===== src/rtl/irq_entry_pkg.sv =====
package irq_entry_pkg;

    typedef enum logic [2:0] {
        ST_IDLE     = 3'd0,
        ST_PUSH_FLG = 3'd1,
        ST_PUSH_B   = 3'd2,
        ST_PUSH_PC  = 3'd3,
        ST_PUSH_A   = 3'd4,
        ST_VECTOR   = 3'd5
    } seq_state_t;

    typedef enum logic [1:0] {
        SEL_FLAGS = 2'd0,
        SEL_B     = 2'd1,
        SEL_PC    = 2'd2,
        SEL_A     = 2'd3
    } push_sel_t;

endpackage


===== src/rtl/nmi_edge_det.sv =====
module nmi_edge_det (
    input  logic clk,
    input  logic rst_n,
    input  logic nmi_n,
    input  logic take,
    output logic pend
);
    logic prev_q;
    logic pend_q;
    logic fall;

    // Line idles high; a high-to-low transition is the event.
    assign fall = prev_q & ~nmi_n;

    always_ff @(posedge clk) begin
        if (!rst_n) begin
            prev_q <= 1'b1;
            pend_q <= 1'b0;
        end else begin
            prev_q <= nmi_n;
            pend_q <= (pend_q & ~take) | fall;
        end
    end

    assign pend = pend_q;
endmodule


===== src/rtl/irq_prio_latch.sv =====
module irq_prio_latch #(
    parameter int NUM_IRQ = 8,
    localparam int LVL_W = (NUM_IRQ > 1) ? $clog2(NUM_IRQ) : 1
) (
    input  logic               clk,
    input  logic               rst_n,
    input  logic [NUM_IRQ-1:0] irq_req,
    input  logic               take,
    output logic               any,
    output logic [LVL_W-1:0]   level
);
    logic [NUM_IRQ-1:0] pend_q;
    logic [NUM_IRQ-1:0] clr_mask;
    logic [LVL_W-1:0]   lvl_c;

    // Lowest index wins: scan downward so the last hit is the smallest.
    always_comb begin
        lvl_c = '0;
        for (int i = NUM_IRQ - 1; i >= 0; i--) begin
            if (pend_q[i]) lvl_c = LVL_W'(i);
        end
    end

    for (genvar g = 0; g < NUM_IRQ; g++) begin : g_clr
        assign clr_mask[g] = take && (lvl_c == LVL_W'(g));
    end

    always_ff @(posedge clk) begin
        if (!rst_n) pend_q <= '0;
        else        pend_q <= (pend_q & ~clr_mask) | irq_req;
    end

    assign any   = |pend_q;
    assign level = lvl_c;
endmodule


===== src/rtl/entry_fsm.sv =====
module entry_fsm
    import irq_entry_pkg::*;
#(
    parameter int          LVL_W    = 3,
    parameter int          ADDR_W   = 16,
    parameter logic [ADDR_W-1:0] VEC_ADDR = '1,
    localparam int         CAUSE_W  = LVL_W + 3
) (
    input  logic               clk,
    input  logic               rst_n,
    input  logic               insn_bound,
    input  logic               irq_en,
    input  logic               nmi_pend,
    input  logic               brk_pend,
    input  logic               irq_any,
    input  logic [LVL_W-1:0]   irq_level,
    output logic               take_nmi,
    output logic               take_brk,
    output logic               take_irq,
    output logic               busy,
    output logic               push_req,
    output logic [1:0]         push_sel,
    output logic               sp_dec,
    output logic               ie_clr,
    output logic               pc_load,
    output logic [ADDR_W-1:0]  vec_addr,
    output logic [CAUSE_W-1:0] cause
);
    seq_state_t state_q, state_n;
    logic [CAUSE_W-1:0] cause_q;
    logic start;

    assign start    = (state_q == ST_IDLE) && insn_bound;
    assign take_nmi = start && nmi_pend;
    assign take_brk = start && !nmi_pend && brk_pend;
    assign take_irq = start && !nmi_pend && !brk_pend && irq_en && irq_any;

    always_ff @(posedge clk) begin
        if (!rst_n) begin
            state_q <= ST_IDLE;
            cause_q <= '0;
        end else begin
            state_q <= state_n;
            if (take_nmi)      cause_q <= {1'b0, 1'b1, 1'b0, {LVL_W{1'b0}}};
            else if (take_brk) cause_q <= {1'b1, 1'b0, 1'b0, {LVL_W{1'b0}}};
            else if (take_irq) cause_q <= {1'b0, 1'b0, 1'b1, irq_level};
        end
    end

    always_comb begin
        state_n = state_q;
        unique case (state_q)
            ST_IDLE:     if (take_nmi || take_brk || take_irq) state_n = ST_PUSH_FLG;
            ST_PUSH_FLG: state_n = ST_PUSH_B;
            ST_PUSH_B:   state_n = ST_PUSH_PC;
            ST_PUSH_PC:  state_n = ST_PUSH_A;
            ST_PUSH_A:   state_n = ST_VECTOR;
            ST_VECTOR:   state_n = ST_IDLE;
            default:     state_n = ST_IDLE;
        endcase
    end

    always_comb begin
        busy     = 1'b1;
        push_req = 1'b0;
        push_sel = SEL_FLAGS;
        sp_dec   = 1'b0;
        ie_clr   = 1'b0;
        pc_load  = 1'b0;
        unique case (state_q)
            ST_IDLE:     busy = 1'b0;
            ST_PUSH_FLG: begin push_req = 1'b1; sp_dec = 1'b1; push_sel = SEL_FLAGS; end
            ST_PUSH_B:   begin push_req = 1'b1; sp_dec = 1'b1; push_sel = SEL_B; ie_clr = 1'b1; end
            ST_PUSH_PC:  begin push_req = 1'b1; sp_dec = 1'b1; push_sel = SEL_PC; end
            ST_PUSH_A:   begin push_req = 1'b1; sp_dec = 1'b1; push_sel = SEL_A; end
            ST_VECTOR:   pc_load = 1'b1;
            default:     busy = 1'b0;
        endcase
    end

    assign vec_addr = VEC_ADDR;
    assign cause    = cause_q;
endmodule


===== src/rtl/irq_entry_seq.sv =====
module irq_entry_seq #(
    parameter int                NUM_IRQ  = 8,
    parameter int                ADDR_W   = 16,
    parameter logic [ADDR_W-1:0] VEC_ADDR = 16'hFFFF,
    localparam int               LVL_W    = (NUM_IRQ > 1) ? $clog2(NUM_IRQ) : 1,
    localparam int               CAUSE_W  = LVL_W + 3
) (
    input  logic               clk,
    input  logic               rst_n,
    input  logic [NUM_IRQ-1:0] irq_req,
    input  logic               nmi_n,
    input  logic               brk_exec,
    input  logic               irq_en,
    input  logic               insn_bound,
    output logic               busy,
    output logic               push_req,
    output logic [1:0]         push_sel,
    output logic               sp_dec,
    output logic               ie_clr,
    output logic               pc_load,
    output logic [ADDR_W-1:0]  vec_addr,
    output logic [CAUSE_W-1:0] cause_word
);
    logic             nmi_pend, brk_q, irq_any;
    logic [LVL_W-1:0] irq_level;
    logic             take_nmi, take_brk, take_irq;

    nmi_edge_det u_nmi (
        .clk   (clk),
        .rst_n (rst_n),
        .nmi_n (nmi_n),
        .take  (take_nmi),
        .pend  (nmi_pend)
    );

    irq_prio_latch #(.NUM_IRQ(NUM_IRQ)) u_irq (
        .clk     (clk),
        .rst_n   (rst_n),
        .irq_req (irq_req),
        .take    (take_irq),
        .any     (irq_any),
        .level   (irq_level)
    );

    always_ff @(posedge clk) begin
        if (!rst_n) brk_q <= 1'b0;
        else        brk_q <= (brk_q & ~take_brk) | brk_exec;
    end

    entry_fsm #(.LVL_W(LVL_W), .ADDR_W(ADDR_W), .VEC_ADDR(VEC_ADDR)) u_fsm (
        .clk        (clk),
        .rst_n      (rst_n),
        .insn_bound (insn_bound),
        .irq_en     (irq_en),
        .nmi_pend   (nmi_pend),
        .brk_pend   (brk_q),
        .irq_any    (irq_any),
        .irq_level  (irq_level),
        .take_nmi   (take_nmi),
        .take_brk   (take_brk),
        .take_irq   (take_irq),
        .busy       (busy),
        .push_req   (push_req),
        .push_sel   (push_sel),
        .sp_dec     (sp_dec),
        .ie_clr     (ie_clr),
        .pc_load    (pc_load),
        .vec_addr   (vec_addr),
        .cause      (cause_word)
    );
endmodule


===== config.mk =====
export PLATFORM = sky130hd
export DESIGN_NAME = irq_entry_seq
export DESIGN_NICKNAME = d
export VERILOG_FILES = /design/src/rtl/irq_entry_pkg.sv /design/src/rtl/nmi_edge_det.sv /design/src/rtl/irq_prio_latch.sv /design/src/rtl/entry_fsm.sv /design/src/rtl/irq_entry_seq.sv
export SDC_FILE = /design/constraint.sdc
export NUM_CORES = 1
export LEC_CHECK = 0
export BUFFER_PORTS_ARGS = -buffer_cell sky130_fd_sc_hd__buf_2
export CAP_MARGIN = 20
export CELL_PAD_IN_SITES_DETAIL_PLACEMENT = 0
export CELL_PAD_IN_SITES_GLOBAL_PLACEMENT = 1
export CORE_MARGIN = 8
export CORE_UTILIZATION = 30
export DETAILED_ROUTE_END_ITERATION = 10
export PLACE_DENSITY = 0.76
export SYNTH_ARGS = -nofsm -noshare
export SYNTH_HDL_FRONTEND = slang
export SYNTH_SLANG_ARGS = --single-unit

===== constraint.sdc =====
create_clock -name clk -period 2 [get_ports clk]
set_input_delay 0.3 -clock clk [delete_from_list [all_inputs] [get_ports clk]]
set_output_delay 0.3 -clock clk [all_outputs]
set_load 0.02 [all_outputs]

==> metrics.txt <==
Synth area leader=dfxtp_1; Reg power frac=47.6%; FP Rows=22; FF+latch count, synth=20; most used flip-flop cell after synthesis=dfxtp_1; Synth area leaders=dfxtp_1, buf_4, a21oi_1, nor2_1, o21ai_0; clock share of power=26.0%; DR pass1 iterations=6; Syn Inst Count=135; Post-Route WL=2600 um; Hold Crit Start=irq_req[2]; CP endpoint kind=flip-flop; DP HPWL=2060 um; fillcell total=399; vias after detailed routing=925; worst hold path type=input pin to flip-flop; kind of critical path=flip-flop to flip-flop; VDD IR max=248 uV; count of unique library cells instantiated by Yosys=36; Switching Share=33.1%; CTS Buf Count=3; Reg2Reg Capture Point=u_irq.pend_q[6]; vias in the first global route=995; Worst Hold Depth=2; io pins=43; Gate power share=26.4%; number of enable flip-flop cells after synthesis=0; CTS tree=done; Avg Cell Area, Syn=8.24 um^2; Port Buffers=26; fmax=0.550 GHz; Antenna diodes=0; placed cell count=203; Final TNS setup=0 ns; Total Routing Usage GR=8.77%; Startpoint Class=flip-flop; Seq/Total Area, Yosys=36.0%; synth warn=0; Slew Viols, Final=0; Final period util=91.0%; hold path endpoint=u_irq.pend_q[2]; Die Wd=76.9 um; run status=finished, final reports clean; Synth Cell Area=1110 um^2; Critical Path AT=1.96 ns; Worst Tran Pin Value=0.500 ns; clk slew on worst S/H paths=0.08 ns; clk_skew=0.0116 ns; P_leak=0.552 nW; grt ovf=0; Reg2Reg Launch Point=u_fsm.state_q[1]; core box area=3610 um^2; first-pass GRT wire length=4380 um; Hold WS=0.249 ns; largest net degree at the start of global routing=12; initial cell density of the core=30.8%; clock buffer depth=2; antenna violations before repair=0; # hold bufs at CTS=0; Sink Count=20; Net Switching=0.325 mW; fraction of layout cells with a size suffix above 1=22.2%; total of max-cap violations=0; Rel. slew slack=66.3%; via-per-instance ratio=4.49; pre-CTS WS=0.193 ns; Synth top area share=36.0%; drt wl/cell=12.6 um; final hold vios=0; Crit path required time=2.14 ns; FFs w/ async S/R, synth=0%; Setup-failing EPs final=0; DR DRC count=0; Final Worst Setup Slack=0.181 ns; Crit Path Max Fanout=10; PwrDens=782 nW/um^2; Post-Layout Cell Count=206; Worst R2R Setup Slack=0.18 ns; worst-case reg-to-reg path depth=4; RePlAce Congestion=0.747; Final #Nets=174; overall die area=5910 um^2; cell internal pwr=0.656 mW; RSZ-0062 raised after global routing=no; Die H=76.9 um; Final min period=1.82 ns; H-Tree Depth=1; Layout area overhead=12.8%; Worst-Skew Late Latency=0.25 ns; Root Driver=clkbuf_8; initial DRC count=51; Antenna Nets Post-Route=0
flip-flops by register name, summed over array words and instances, names as in the netlist:
register and count:
u_nmi.pend 1, u_irq.pend_q 8, u_nmi.prev_q 1, brk_q 1, u_fsm.state_q 3, u_fsm.cause 6
how the worst max path moves through the flow:
stage,endpoint,start
final,u_irq.pend_q[6],u_fsm.state_q[1]
after detailed placement,u_irq.pend_q[4],u_fsm.state_q[0]
after global placement,u_irq.pend_q[6],u_fsm.state_q[0]
after global routing,u_irq.pend_q[5],u_fsm.state_q[1]
after CTS,u_irq.pend_q[6],u_fsm.state_q[1]
after floorplan,u_irq.pend_q[6],u_fsm.state_q[0]
layout make-up:
class	count	area, um^2	area share (%)
multi-input cells	98	574	45.8
flip-flops and latches	20	400	31.9
repair buffers	28	145	11.6
well taps	48	60.1	4.79
clock buffers	3	41.3	3.29
inverters	9	33.8	2.69
critical path, cell delays in order, from the launching register on:
cell and delay [ns]:
dfxtp_1 0.42, nor4b_4 0.42, o2111ai_4 0.17, or4_1 0.45, o221a_1 0.24
repair_timing:
| action | CTS | global route |
|---|---|---|
| hold endpoints to repair | 0 | 0 |
| endpoints found under the setup margin | 0 | 2 |
| gates resized for setup | 0 | 1 |
| setup buffers | 0 | 0 |
metrics by stage:
step           cell area [um^2]  total power [mW]  utilization (%)
2_1_floorplan              1170             0.697                -
3_5_place_dp               1210             0.733             33.5
3_3_place_gp               1210             0.728             33.5
4_1_cts                    1250             0.990             34.6
6_report                   1250             0.982             34.8
5_1_grt                    1250              1.04             34.8
routing by layer:
layer	share of wire, %	up-vias	GRT usage, %
met5	0	-	0
met4	0.23	0	2.88
met3	6.7	2	3.15
met2	47	29	15.0
met1	46	413	9.76
li1	-	481	-
power groups by stage:
stage | clock (mW) | sequential [mW] | combinational, mW
after floorplan | 0 | 0.462 | 0.236
after global placement | 0 | 0.473 | 0.255
after detailed placement | 0 | 0.475 | 0.258
after CTS | 0.265 | 0.466 | 0.259
after global routing | 0.283 | 0.472 | 0.288
final | 0.256 | 0.467 | 0.259
cell usage after synthesis, types with 3 or more instances:
cell type,count
inv_1,9
nor3_1,6
nand2b_1,4
nand2_1,8
buf_4,17
nor2b_1,3
or4_1,3
o21ai_0,8
clkbuf_1,3
nor2_1,13
dfxtp_1,20
a21oi_1,13
cells in the final DEF (no fill, tap or decap), drive strengths merged:
| master | instances |
|---|---|
| a2111oi | 1 |
| a211o | 1 |
| a211oi | 1 |
| a21o | 1 |
| a21oi | 13 |
| a221o | 1 |
| a221oi | 1 |
| a31o | 1 |
| a31oi | 1 |
| a41oi | 1 |
| buf | 28 |
| clkbuf | 3 |
| conb | 16 |
| dfxtp | 20 |
| inv | 9 |
| mux2i | 1 |
| nand2 | 8 |
| nand2b | 4 |
| nand3 | 2 |
| nor2 | 13 |
| nor2b | 3 |
| nor3 | 6 |
| nor3b | 1 |
| nor4 | 1 |
| nor4b | 1 |
| nor4bb | 1 |
| o2111ai | 1 |
| o21a | 2 |
| o21ai | 8 |
| o221a | 1 |
| o31a | 2 |
| or3 | 1 |
| or4 | 3 |
| xnor2 | 1 |
kinds of logic after synthesis:
| kind of cell | count (synthesis) | synth area share (%) |
|---|---|---|
| simple gates | 44 | 21.5 |
| compound gates | 36 | 22.5 |
| buf+inv | 32 | 18.0 |
| flops | 20 | 36.0 |
| xor+xnor | 1 | 0.788 |
| mux | 1 | 0.900 |
| other cells | 1 | 0.337 |
No activity file was read; power rests on OpenSTA's default activity.
